<file path="src/rtl/pio_seq_pkg.sv">
package pio_seq_pkg;
  typedef enum logic [1:0] {
    PH_IDLE   = 2'd0,
    PH_SETUP  = 2'd1,
    PH_STROBE = 2'd2,
    PH_RECOV  = 2'd3
  } pio_phase_e;
endpackage

</file>
<file path="src/rtl/pio_rdy_sync.sv">
module pio_rdy_sync #(
  parameter int STAGES = 2
) (
  input  logic clk,
  input  logic rst_n,
  input  logic async_in,
  output logic sync_out
);
  logic [STAGES-1:0] chain;

  generate
    for (genvar s = 0; s < STAGES; s++) begin : g_stage
      if (s == 0) begin : g_first
        always_ff @(posedge clk or negedge rst_n) begin
          if (!rst_n) chain[0] <= 1'b0;
          else        chain[0] <= async_in;
        end
      end else begin : g_next
        always_ff @(posedge clk or negedge rst_n) begin
          if (!rst_n) chain[s] <= 1'b0;
          else        chain[s] <= chain[s-1];
        end
      end
    end
  endgenerate

  assign sync_out = chain[STAGES-1];
endmodule

</file>
<file path="src/rtl/pio_phase_ctrl.sv">
module pio_phase_ctrl
  import pio_seq_pkg::*;
#(
  parameter int CNT_W = 8
) (
  input  logic             clk,
  input  logic             rst_n,
  input  logic             start,
  input  logic [CNT_W-1:0] t_setup,
  input  logic [CNT_W-1:0] t_strobe,
  input  logic [CNT_W-1:0] t_recov,
  input  logic             rdy_s,
  output pio_phase_e       phase,
  output logic             release_now,
  output logic             recov_last,
  output logic             done
);
  localparam logic [CNT_W-1:0] ONE = CNT_W'(1);

  function automatic logic [CNT_W-1:0] at_least_one(input logic [CNT_W-1:0] v);
    return (v == '0) ? ONE : v;
  endfunction

  logic [CNT_W-1:0] cnt;
  logic [CNT_W-1:0] strobe_q;
  logic [CNT_W-1:0] recov_q;

  assign release_now = (phase == PH_STROBE) && (cnt == ONE) && rdy_s;
  assign recov_last  = (phase == PH_RECOV) && (cnt == ONE);

  always_ff @(posedge clk or negedge rst_n) begin
    if (!rst_n) begin
      phase    <= PH_IDLE;
      cnt      <= ONE;
      strobe_q <= ONE;
      recov_q  <= ONE;
      done     <= 1'b0;
    end else begin
      done <= 1'b0;
      unique case (phase)
        PH_IDLE: if (start) begin
          phase    <= PH_SETUP;
          cnt      <= at_least_one(t_setup);
          strobe_q <= at_least_one(t_strobe);
          recov_q  <= at_least_one(t_recov);
        end
        PH_SETUP: if (cnt == ONE) begin
          phase <= PH_STROBE;
          cnt   <= strobe_q;
        end else begin
          cnt <= cnt - ONE;
        end
        PH_STROBE: if (release_now) begin
          phase <= PH_RECOV;
          cnt   <= recov_q;
        end else if (cnt != ONE) begin
          cnt <= cnt - ONE;
        end
        PH_RECOV: if (recov_last) begin
          phase <= PH_IDLE;
          done  <= 1'b1;
        end else begin
          cnt <= cnt - ONE;
        end
        default: phase <= PH_IDLE;
      endcase
    end
  end

  // independent strobe-length tally for the width check
  logic [CNT_W:0] strobe_len;
  always_ff @(posedge clk or negedge rst_n) begin
    if (!rst_n)                  strobe_len <= '0;
    else if (phase != PH_STROBE) strobe_len <= '0;
    else                         strobe_len <= strobe_len + 1'b1;
  end

  AST_MIN_STROBE_WIDTH: assert property (@(posedge clk) disable iff (!rst_n)
    release_now |-> ({1'b0, strobe_q} <= strobe_len + 1'b1));
  AST_RDY_LOW_HOLDS_STROBE: assert property (@(posedge clk) disable iff (!rst_n)
    (phase == PH_STROBE && !rdy_s) |=> (phase == PH_STROBE));
  AST_COUNT_NEVER_ZERO: assert property (@(posedge clk) disable iff (!rst_n)
    (phase != PH_IDLE) |-> (cnt != '0));
  AST_DONE_SINGLE: assert property (@(posedge clk) disable iff (!rst_n)
    done |=> !done);
endmodule

</file>
<file path="src/rtl/pio_bus_drv.sv">
module pio_bus_drv
  import pio_seq_pkg::*;
#(
  parameter int DATA_W = 16,
  parameter int ADDR_W = 3,
  parameter int CS_W   = 2,
  parameter int CNT_W  = 8
) (
  input  logic              clk,
  input  logic              rst_n,
  input  logic              start,
  input  logic              req_write,
  input  logic [ADDR_W-1:0] req_addr,
  input  logic [CS_W-1:0]   req_cs,
  input  logic [DATA_W-1:0] req_wdata,
  input  logic [CNT_W-1:0]  t_whold,
  input  pio_phase_e        phase,
  input  logic              release_now,
  input  logic              recov_last,
  input  logic [DATA_W-1:0] bus_dq_i,
  output logic [ADDR_W-1:0] bus_addr,
  output logic [CS_W-1:0]   bus_cs_n,
  output logic              bus_rd_n,
  output logic              bus_wr_n,
  output logic [DATA_W-1:0] bus_dq_o,
  output logic              bus_dq_oe,
  output logic [DATA_W-1:0] rd_data
);
  localparam logic [CNT_W-1:0] ONE = CNT_W'(1);

  logic              wr_q;
  logic              active;
  logic [CS_W-1:0]   cs_q;
  logic [CNT_W-1:0]  hold_cnt;

  always_ff @(posedge clk or negedge rst_n) begin
    if (!rst_n) begin
      wr_q      <= 1'b0;
      active    <= 1'b0;
      cs_q      <= '0;
      bus_addr  <= '0;
      bus_dq_o  <= '0;
      bus_dq_oe <= 1'b0;
      hold_cnt  <= ONE;
      rd_data   <= '0;
    end else begin
      if (start) begin
        wr_q      <= req_write;
        active    <= 1'b1;
        cs_q      <= req_cs;
        bus_addr  <= req_addr;
        bus_dq_o  <= req_wdata;
        bus_dq_oe <= req_write;
        hold_cnt  <= (t_whold == '0) ? ONE : t_whold;
      end
      if (release_now && !wr_q) rd_data <= bus_dq_i;
      if (phase == PH_RECOV) begin
        if (hold_cnt == ONE || recov_last) bus_dq_oe <= 1'b0;
        if (hold_cnt != ONE) hold_cnt <= hold_cnt - ONE;
      end
      if (recov_last) active <= 1'b0;
    end
  end

  assign bus_cs_n = active ? ~cs_q : '1;
  assign bus_rd_n = !((phase == PH_STROBE) && !wr_q);
  assign bus_wr_n = !((phase == PH_STROBE) && wr_q);

  AST_STROBES_EXCLUSIVE: assert property (@(posedge clk) disable iff (!rst_n)
    !(!bus_rd_n && !bus_wr_n));
  AST_NO_DRIVE_ON_READ: assert property (@(posedge clk) disable iff (!rst_n)
    !bus_rd_n |-> !bus_dq_oe);
  AST_ADDR_STABLE_STROBE: assert property (@(posedge clk) disable iff (!rst_n)
    (phase == PH_STROBE) |=> $stable(bus_addr) && $stable(bus_cs_n));
  AST_WRITE_DATA_STROBE: assert property (@(posedge clk) disable iff (!rst_n)
    !bus_wr_n |-> bus_dq_oe);
endmodule

</file>
<file path="src/rtl/pio_access_seq.sv">
module pio_access_seq
  import pio_seq_pkg::*;
#(
  parameter int DATA_W      = 16,
  parameter int ADDR_W      = 3,
  parameter int CS_W        = 2,
  parameter int CNT_W       = 8,
  parameter int SYNC_STAGES = 2
) (
  input  logic              clk,
  input  logic              rst_n,
  input  logic              req_valid,
  output logic              req_ready,
  input  logic              req_write,
  input  logic [ADDR_W-1:0] req_addr,
  input  logic [CS_W-1:0]   req_cs,
  input  logic [DATA_W-1:0] req_wdata,
  input  logic [CNT_W-1:0]  cfg_t_setup,
  input  logic [CNT_W-1:0]  cfg_t_strobe,
  input  logic [CNT_W-1:0]  cfg_t_recov,
  input  logic [CNT_W-1:0]  cfg_t_whold,
  output logic              done,
  output logic [DATA_W-1:0] rd_data,
  output logic [ADDR_W-1:0] bus_addr,
  output logic [CS_W-1:0]   bus_cs_n,
  output logic              bus_rd_n,
  output logic              bus_wr_n,
  output logic [DATA_W-1:0] bus_dq_o,
  output logic              bus_dq_oe,
  input  logic [DATA_W-1:0] bus_dq_i,
  input  logic              bus_rdy
);
  pio_phase_e phase;
  logic       rdy_s;
  logic       start;
  logic       release_now;
  logic       recov_last;

  assign req_ready = (phase == PH_IDLE);
  assign start     = req_valid && req_ready;

  pio_rdy_sync #(.STAGES(SYNC_STAGES)) u_sync (
    .clk      (clk),
    .rst_n    (rst_n),
    .async_in (bus_rdy),
    .sync_out (rdy_s)
  );

  pio_phase_ctrl #(.CNT_W(CNT_W)) u_ctrl (
    .clk         (clk),
    .rst_n       (rst_n),
    .start       (start),
    .t_setup     (cfg_t_setup),
    .t_strobe    (cfg_t_strobe),
    .t_recov     (cfg_t_recov),
    .rdy_s       (rdy_s),
    .phase       (phase),
    .release_now (release_now),
    .recov_last  (recov_last),
    .done        (done)
  );

  pio_bus_drv #(
    .DATA_W(DATA_W), .ADDR_W(ADDR_W), .CS_W(CS_W), .CNT_W(CNT_W)
  ) u_drv (
    .clk         (clk),
    .rst_n       (rst_n),
    .start       (start),
    .req_write   (req_write),
    .req_addr    (req_addr),
    .req_cs      (req_cs),
    .req_wdata   (req_wdata),
    .t_whold     (cfg_t_whold),
    .phase       (phase),
    .release_now (release_now),
    .recov_last  (recov_last),
    .bus_dq_i    (bus_dq_i),
    .bus_addr    (bus_addr),
    .bus_cs_n    (bus_cs_n),
    .bus_rd_n    (bus_rd_n),
    .bus_wr_n    (bus_wr_n),
    .bus_dq_o    (bus_dq_o),
    .bus_dq_oe   (bus_dq_oe),
    .rd_data     (rd_data)
  );

  AST_DONE_MEANS_READY: assert property (@(posedge clk) disable iff (!rst_n)
    done |-> req_ready);
  AST_BUSY_AFTER_ACCEPT: assert property (@(posedge clk) disable iff (!rst_n)
    start |=> !req_ready);
endmodule

</file>
<file path="config.mk">
export PLATFORM = sky130hd
export DESIGN_NAME = pio_access_seq
export DESIGN_NICKNAME = d
export VERILOG_FILES = /design/src/rtl/pio_seq_pkg.sv /design/src/rtl/pio_rdy_sync.sv /design/src/rtl/pio_phase_ctrl.sv /design/src/rtl/pio_bus_drv.sv /design/src/rtl/pio_access_seq.sv
export SDC_FILE = /design/constraint.sdc
export NUM_CORES = 1
export LEC_CHECK = 0
export BUFFER_PORTS_ARGS = -buffer_cell sky130_fd_sc_hd__buf_2
export CAP_MARGIN = 25
export CORE_UTILIZATION = 45
export DETAILED_ROUTE_END_ITERATION = 8
export GPL_TIMING_DRIVEN = 0
export PLACE_DENSITY_LB_ADDON = 0.08
export SLEW_MARGIN = 0
export SYNTH_ARGS = -nofsm -noshare
export SYNTH_HDL_FRONTEND = slang
export SYNTH_SLANG_ARGS = --single-unit
</file>
<file path="constraint.sdc">
create_clock -name clk -period 2.3 [get_ports clk]
set_input_delay 0.46 -clock clk [delete_from_list [all_inputs] [get_ports clk]]
set_output_delay 0.46 -clock clk [all_outputs]
set_load 0.01 [all_outputs]
</file>
After elaboration in Yosys (flattened, before gate mapping):

Cells that the tools add are included.

* add/sub/neg operators: 2
* multipliers: 0
* div/mod/pow operators: 0
* $lt $le $gt $ge: 0
* eq/ne operators: 13
* shift-type cells: 0
* mux-type cells: 26
* bitwise operators: 1
* reduce and logical (&&, ||, !) cells: 20

Operator list (number)
* two-way mux 8 bit: 12
* zero test 8 bit: 4
* one-hot mux 8 bit (4 select lines): 1
* equality test 8 x 1 -> 1 bit (second input constant): 2
* inequality test 8 x 1 -> 1 bit (second input constant): 2
* subtractor 8 x 1 -> 8 bit (second input constant): 2
* two-way mux 2 bit: 5
* inequality test 2 x 1 -> 1 bit (second input constant): 4
* one-hot mux 2 bit (4 select lines): 1
* logical AND 1 bit: 7
* two-way mux 1 bit: 7
* equality test 2 bit (second input constant): 2
* AND reduction 4 bit: 1
* zero test 1 bit: 3
* inequality test 3 x 2 -> 1 bit (second input constant): 1
* AND reduction 3 bit: 1
* equality test 2 x 1 -> 1 bit (second input constant): 1
* zero test 2 bit: 1
* inequality test 2 bit (second input constant): 1
* NOT 2 bit: 1
* AND reduction 2 bit: 1
* nonzero test 2 bit: 1
* logical OR 1 bit: 1

* flip-flop bits (word level): 77
* latch bits: 0
* memory bits (writable): 0
* bits in read-only memories: 0
* input bits: 74
* output and inout port bits: 42
* logic and storage cells: 77
* memories kept: 0

Logic depth before layout (Yosys ltp):

* word-level depth: 5
* depth in mapped cells: 9
* mapped depth without buffers: 7

Modules after synthesis:

Synthesis repeated with hierarchy kept, for this count alone.

* cell total of the unflattened synthesis: 318
* area, all modules: 3743.6 µm²

By module, submodules not included
* pio_bus_drv: times used 1, cells each 158, area each 2072.0 µm², seq. area each 1202.4 µm²
* pio_phase_ctrl: times used 1, cells each 156, area each 1605.3 µm², seq. area each 679.4 µm²
* pio_rdy_sync: times used 1, cells each 2, area each 50.0 µm², seq. area each 50.0 µm²
* pio_access_seq: times used 1, cells each 2, area each 16.3 µm², seq. area each 0.0 µm²

Worst setup path before layout:

No wires, ideal clock.

* path type: reg2reg
* from: register u_ctrl.cnt[0]
* to: register u_ctrl.cnt[3]
* setup time: 122 ps
* arrival time: 2063 ps
* slack: 115 ps
* cell stages (with the launch flop): 6
* period minus slack after synthesis: 2185 ps
* path through: dfstp_2 ha_1 or3b_2 o41ai_4 o211ai_2 a32o_1

* word-level cells in the longest chain between the ends: 5
* elaborated cells on any way between the ends: 14

RTL lines
* start: declaration: line pio_phase_ctrl.sv:24 `logic [CNT_W-1:0] cnt;`
* start signal: assignment: line pio_phase_ctrl.sv:43 `cnt <= at_least_one(t_setup);`
* start signal: assignment: line pio_phase_ctrl.sv:49 `cnt <= strobe_q;`
* start signal: assignment: line pio_phase_ctrl.sv:51 `cnt <= cnt - ONE;`
* parallel branches: the longest is 5 deep, another holds subtractor 8 x 1 -> 8 bit

Several ways; the timed one is not identified. The select of a mux whose other input is x is not followed.
A chain may end at the register's enable or synchronous reset.

Final worst setup path:

* from: register u_ctrl.phase[0]
* to: register u_ctrl.cnt[5]

* word-level cells in the longest chain between the ends: 5
* elaborated cells on any way between the ends: 14

RTL lines
* start: declaration: line pio_phase_ctrl.sv:13 `output pio_phase_e phase,`
* start signal: assignment: line pio_phase_ctrl.sv:33 `phase <= PH_IDLE;`
* start signal: assignment: line pio_phase_ctrl.sv:42 `phase <= PH_SETUP;`
* start signal: assignment: line pio_phase_ctrl.sv:48 `phase <= PH_STROBE;`
* equality test 2 bit: line pio_phase_ctrl.sv:28, pio_phase_ctrl.sv:40
* logical AND 1 bit (2 in a row): line pio_phase_ctrl.sv:28 `assign release_now = (phase == PH_STROBE) && (cnt == ONE) && rdy_s;`
* two-way mux 8 bit / inequality test 3 x 2 -> 1 bit (equally long branches)
* one-hot mux 8 bit (4 select lines) / AND reduction 3 bit (equally long branches)
* end signal: assignment: line pio_phase_ctrl.sv:43
* end signal: assignment: line pio_phase_ctrl.sv:55 `cnt <= recov_q;`
* end signal: assignment: line pio_phase_ctrl.sv:57 `cnt <= cnt - ONE;`

Parallel ways exist; a longest one is shown, timed or not.

==> PnR_summary.wiki <==
{| class="wikitable"
! Metric !! Value
|-
| Via count of the first global-routing pass || 3214
|-
| Via total after detailed routing || 3272
|-
| Iteration count of the initial detailed-routing pass || 4
|-
| Sequential fraction of design power || 38.6%
|-
| Terminus of the critical flop-to-flop path || u_ctrl.cnt[5]
|-
| Residual DRC count || 0
|-
| Setup Total Neg Slack || 0 ns
|-
| Number of buffers and inverters on the critical path || 2
|-
| Clock buffer depth || 2
|-
| Cell variety after synth || 53
|-
| Number of top-level pins || 116
|-
| Path category of the worst min-delay check || input port to asynchronous set/reset pin
|-
| Headroom to the max-slew limit || 62.68%
|-
| Largest net degree at the start of global routing || 47
|-
| Detailed Route WL || 9.019 mm
|-
| FFs w/ async S/R, synth || 100.0%
|-
| H-Tree Depth || 3
|-
| Internal cell power || 3.757 mW
|-
| Endpoint kind of the worst setup timing path || flip-flop
|-
| Final antenna diode count || 0
|-
| Number of flops mapped to enable cells by yosys || 0
|-
| Starting density of the core || 47.05%
|-
| Synth-to-layout area growth || 27.35%
|-
| Worst IR Drop VDD || 0.5329 mV
|-
| Post-layout nets || 605
|-
| Startpoint Class || flip-flop
|-
| Die width || 92.58 um
|-
| Clock latency of the later-clocked register in the worst-skew pair || 0.34 ns
|-
| Top fanout value on the critical path || 10
|-
| Clock tree from TritonCTS || done
|-
| Aggregate global-route resource usage || 22.82%
|-
| Leading cell types by total area after synthesis || sky130_fd_sc_hd__dfrtp_1, sky130_fd_sc_hd__nand2_1, sky130_fd_sc_hd__mux2_2, sky130_fd_sc_hd__dfstp_2, sky130_fd_sc_hd__ha_1
|-
| Clock tree sinks || 77
|-
| Register bit total from synthesis || 77
|-
| Final critical path time including I/O delays and setup || 2.146 ns
|-
| Most instantiated flip-flop cell in the synthesis netlist || sky130_fd_sc_hd__dfrtp_1
|-
| Antenna violations before repair || 0
|-
| WP data arrival || 2.38 ns
|-
| Aggregate global routing overflow || 0
|-
| Routability-driven placement congestion ratio || 0.8461
|-
| Hold Violations, Final || 0
|-
| Worst clock skew || 0.01181 ns
|-
| Share of the yosys chip area belonging to registers || 52.32%
|-
| Clock power share || 18.5%
|-
| Number of failing setup endpoints in the final timing report || 0
|-
| Final Max Tran Viols || 0
|-
| Detailed Place HPWL || 6.637 mm
|-
| Count of hold-fix buffers inserted at cts || 0
|-
| Yosys warning count || 0
|-
| Category of cells accounting for the largest share of critical-path delay || simple AND/OR/NAND/NOR gates
|-
| Worst hold slack || 0.04596 ns
|-
| Cells traversed along the worst timing path || inv_1, ha_1, nor2b_1, or2_2, a21oi_1, clkbuf_4, o21ai_0, a32o_1
|-
| Max Cap Viol || 0
|-
| Result of the run || completed
|-
| Post-Syn Instances || 395
|-
| Per-cell via count in the routed design || 5.194
|-
| CP Class || flip-flop to flip-flop
|-
| Wire per inst || 14.32 um
|-
| Reg clk slew, reported paths || 0.09 ns
|-
| Worst reg2reg startpoint || u_ctrl.phase[0]
|-
| Fraction of layout instances using a drive strength above 1 || 33.14%
|-
| Core outline area || 7848 um2
|-
| Area occupied by registers || 1932 um2
|-
| Net count after synthesis || 477
|-
| Area of the die || 8571 um2
|-
| Pin slew with the least headroom to its limit || 0.5547 ns
|-
| Cell Rows || 32
|-
| Slowest Stage Delay on Critical Path || 0.42 ns
|-
| Top cell type by total area after synthesis || sky130_fd_sc_hd__dfrtp_1
|-
| IO Port Bufs || 115
|-
| Worst Reg2Reg Path Length in Cells || 8
|-
| Final period util || 93.29%
|-
| Area of combinational cells with multiple inputs || 1654 um2
|-
| Leak pwr || 2.469 nW
|-
| Detail Route Antenna Nets || 0
|-
| Max stage delay cell, worst path || sky130_fd_sc_hd__dfrtp_1
|-
| Highest attainable clock frequency || 0.4660 GHz
|-
| Synthesized area per cell || 9.348 um2
|-
| Root buffer cell || sky130_fd_sc_hd__clkbuf_8
|-
| Net Sw Frac || 39.51%
|-
| Synth top area share || 49.47%
|-
| Number of buffers created by CTS || 9
|-
| Setup slack after layout || 0.1543 ns
|-
| Initial drt markers || 125
|-
| Power per unit of standard cell area || 1321 nW/um2
|-
| R2r setup slk || 0.15 ns
|-
| Global-route wire length before repair || 15.39 mm
|-
| Pwr Total || 6.210 mW
|-
| Net Switching || 2.453 mW
|-
| Filler cell count in the final layout || 740
|-
| Vertical die dimension || 92.58 um
|-
| Post-synthesis instance area || 3692 um2
|-
| Combinational Power Share || 42.9%
|-
| Worst path required time || 2.53 ns
|-
| Worst slack, placed || -0.3310 ns
|}
-- worst max path at each step --
stage	start	endpoint	slack (ns)	depth (start not counted)
6_report	u_ctrl.phase[0]	u_ctrl.cnt[5]	0.15	8
5_1_grt	u_ctrl.phase[0]	u_drv.bus_dq_oe	-0.01	7
4_1_cts	u_ctrl.cnt[0]	u_ctrl.cnt[2]	0.05	7
3_5_place_dp	u_ctrl.cnt[0]	u_drv.rd_data[14]	-0.33	6
3_3_place_gp	u_ctrl.cnt[0]	u_drv.rd_data[11]	-0.33	6
2_1_floorplan	u_ctrl.cnt[0]	u_ctrl.cnt[3]	0.12	5
-- cell usage in the layout, fill, tap and decap left out, types with 7 or more instances in the layout --
| cell | instances |
|---|---|
| sky130_fd_sc_hd__dfrtp_1 | 73 |
| sky130_fd_sc_hd__a21oi_1 | 12 |
| sky130_fd_sc_hd__nor2_1 | 18 |
| sky130_fd_sc_hd__buf_2 | 114 |
| sky130_fd_sc_hd__clkbuf_8 | 10 |
| sky130_fd_sc_hd__clkbuf_2 | 7 |
| sky130_fd_sc_hd__inv_1 | 10 |
| sky130_fd_sc_hd__o21ai_0 | 13 |
| sky130_fd_sc_hd__nand2_1 | 141 |
| sky130_fd_sc_hd__ha_1 | 8 |
| sky130_fd_sc_hd__mux2_2 | 17 |
-- Yosys cell counts, types with 4 or more instances --
| cell type | number |
|---|---|
| sky130_fd_sc_hd__nor2_1 | 19 |
| sky130_fd_sc_hd__nor4_1 | 6 |
| sky130_fd_sc_hd__nand3_1 | 5 |
| sky130_fd_sc_hd__nand2_1 | 141 |
| sky130_fd_sc_hd__nor3_1 | 6 |
| sky130_fd_sc_hd__o211ai_1 | 5 |
| sky130_fd_sc_hd__a21oi_1 | 13 |
| sky130_fd_sc_hd__clkbuf_1 | 14 |
| sky130_fd_sc_hd__mux2_2 | 17 |
| sky130_fd_sc_hd__o21ai_0 | 13 |
| sky130_fd_sc_hd__ha_1 | 8 |
| sky130_fd_sc_hd__dfrtp_1 | 73 |
| sky130_fd_sc_hd__inv_1 | 10 |
| sky130_fd_sc_hd__dfstp_2 | 4 |
| sky130_fd_sc_hd__a32oi_1 | 6 |
-- flip-flops by register name, indices dropped and copies added (netlist names), 2 cells and up --
signal           flops
u_drv.bus_dq_o      16
u_drv.hold_cnt       8
u_ctrl.strobe_q      8
u_ctrl.cnt           8
u_ctrl.recov_q       8
u_drv.cs_q           2
u_ctrl.phase         2
u_drv.bus_addr       3
u_drv.rd_data       16
-- area by class of cell --
cell class	count	share of cell area (%)
multi-input combinational	289	35.18
clock buffer	10	2.714
timing repair buffer	119	13.44
buffer	16	1.996
inverter	11	0.8781
sequential	77	41.09
clock inverter	6	1.996
tap	102	2.714
-- per-layer routing --
metal | up-vias | global-route usage [%] | wire length, um
met5 | - | 0 | 0
met4 | 0 | 6.510 | 82
met3 | 8 | 5.337 | 619
met2 | 109 | 35.93 | 4051
met1 | 1544 | 31.49 | 4266
li1 | 1611 | - | -
-- stage by stage --
stage                     area [um2]  std cells  util [%]
after floorplan                 3692        395         -
after global placement          4395        612     56.01
after detailed placement        4425        613     56.39
after CTS                       4683        632     59.68
after global routing            4702        630     59.92
final                           4702        630     59.92
-- kinds of logic (layout without fill, tap and decap cells) --
kind of cell / Yosys count / after routing / synth area share [%]
adder cells (fa/ha/maj): 8 / 8 / 2.711
AND/OR/NAND/NOR: 194 / 194 / 22.20
multiplexers: 17 / 17 / 5.185
flip-flops: 77 / 77 / 52.32
XOR/XNOR: 3 / 3 / 0.7118
buffers and inverters: 29 / 162 / 3.456
AO/OA/AOI/OAI: 67 / 67 / 13.42
-- timing repair --
action	in CTS	in global routing
endpoints found under the hold margin	0	0
setup buffers	3	0
pin swaps	2	0
setup endpoints to repair	65	54
gates resized for setup	5	16
-- power groups by stage --
stage / Sequential [mW] / Clock, mW / Combinational [mW]
after floorplan: 2.45 / 0 / 1.68
after global placement: 2.40 / 0 / 2.49
after detailed placement: 2.41 / 0 / 2.56
after CTS: 2.39 / 1.17 / 2.65
after global routing: 2.48 / 1.22 / 3.02
final: 2.40 / 1.15 / 2.66
(Power assumes the default switching activity.)
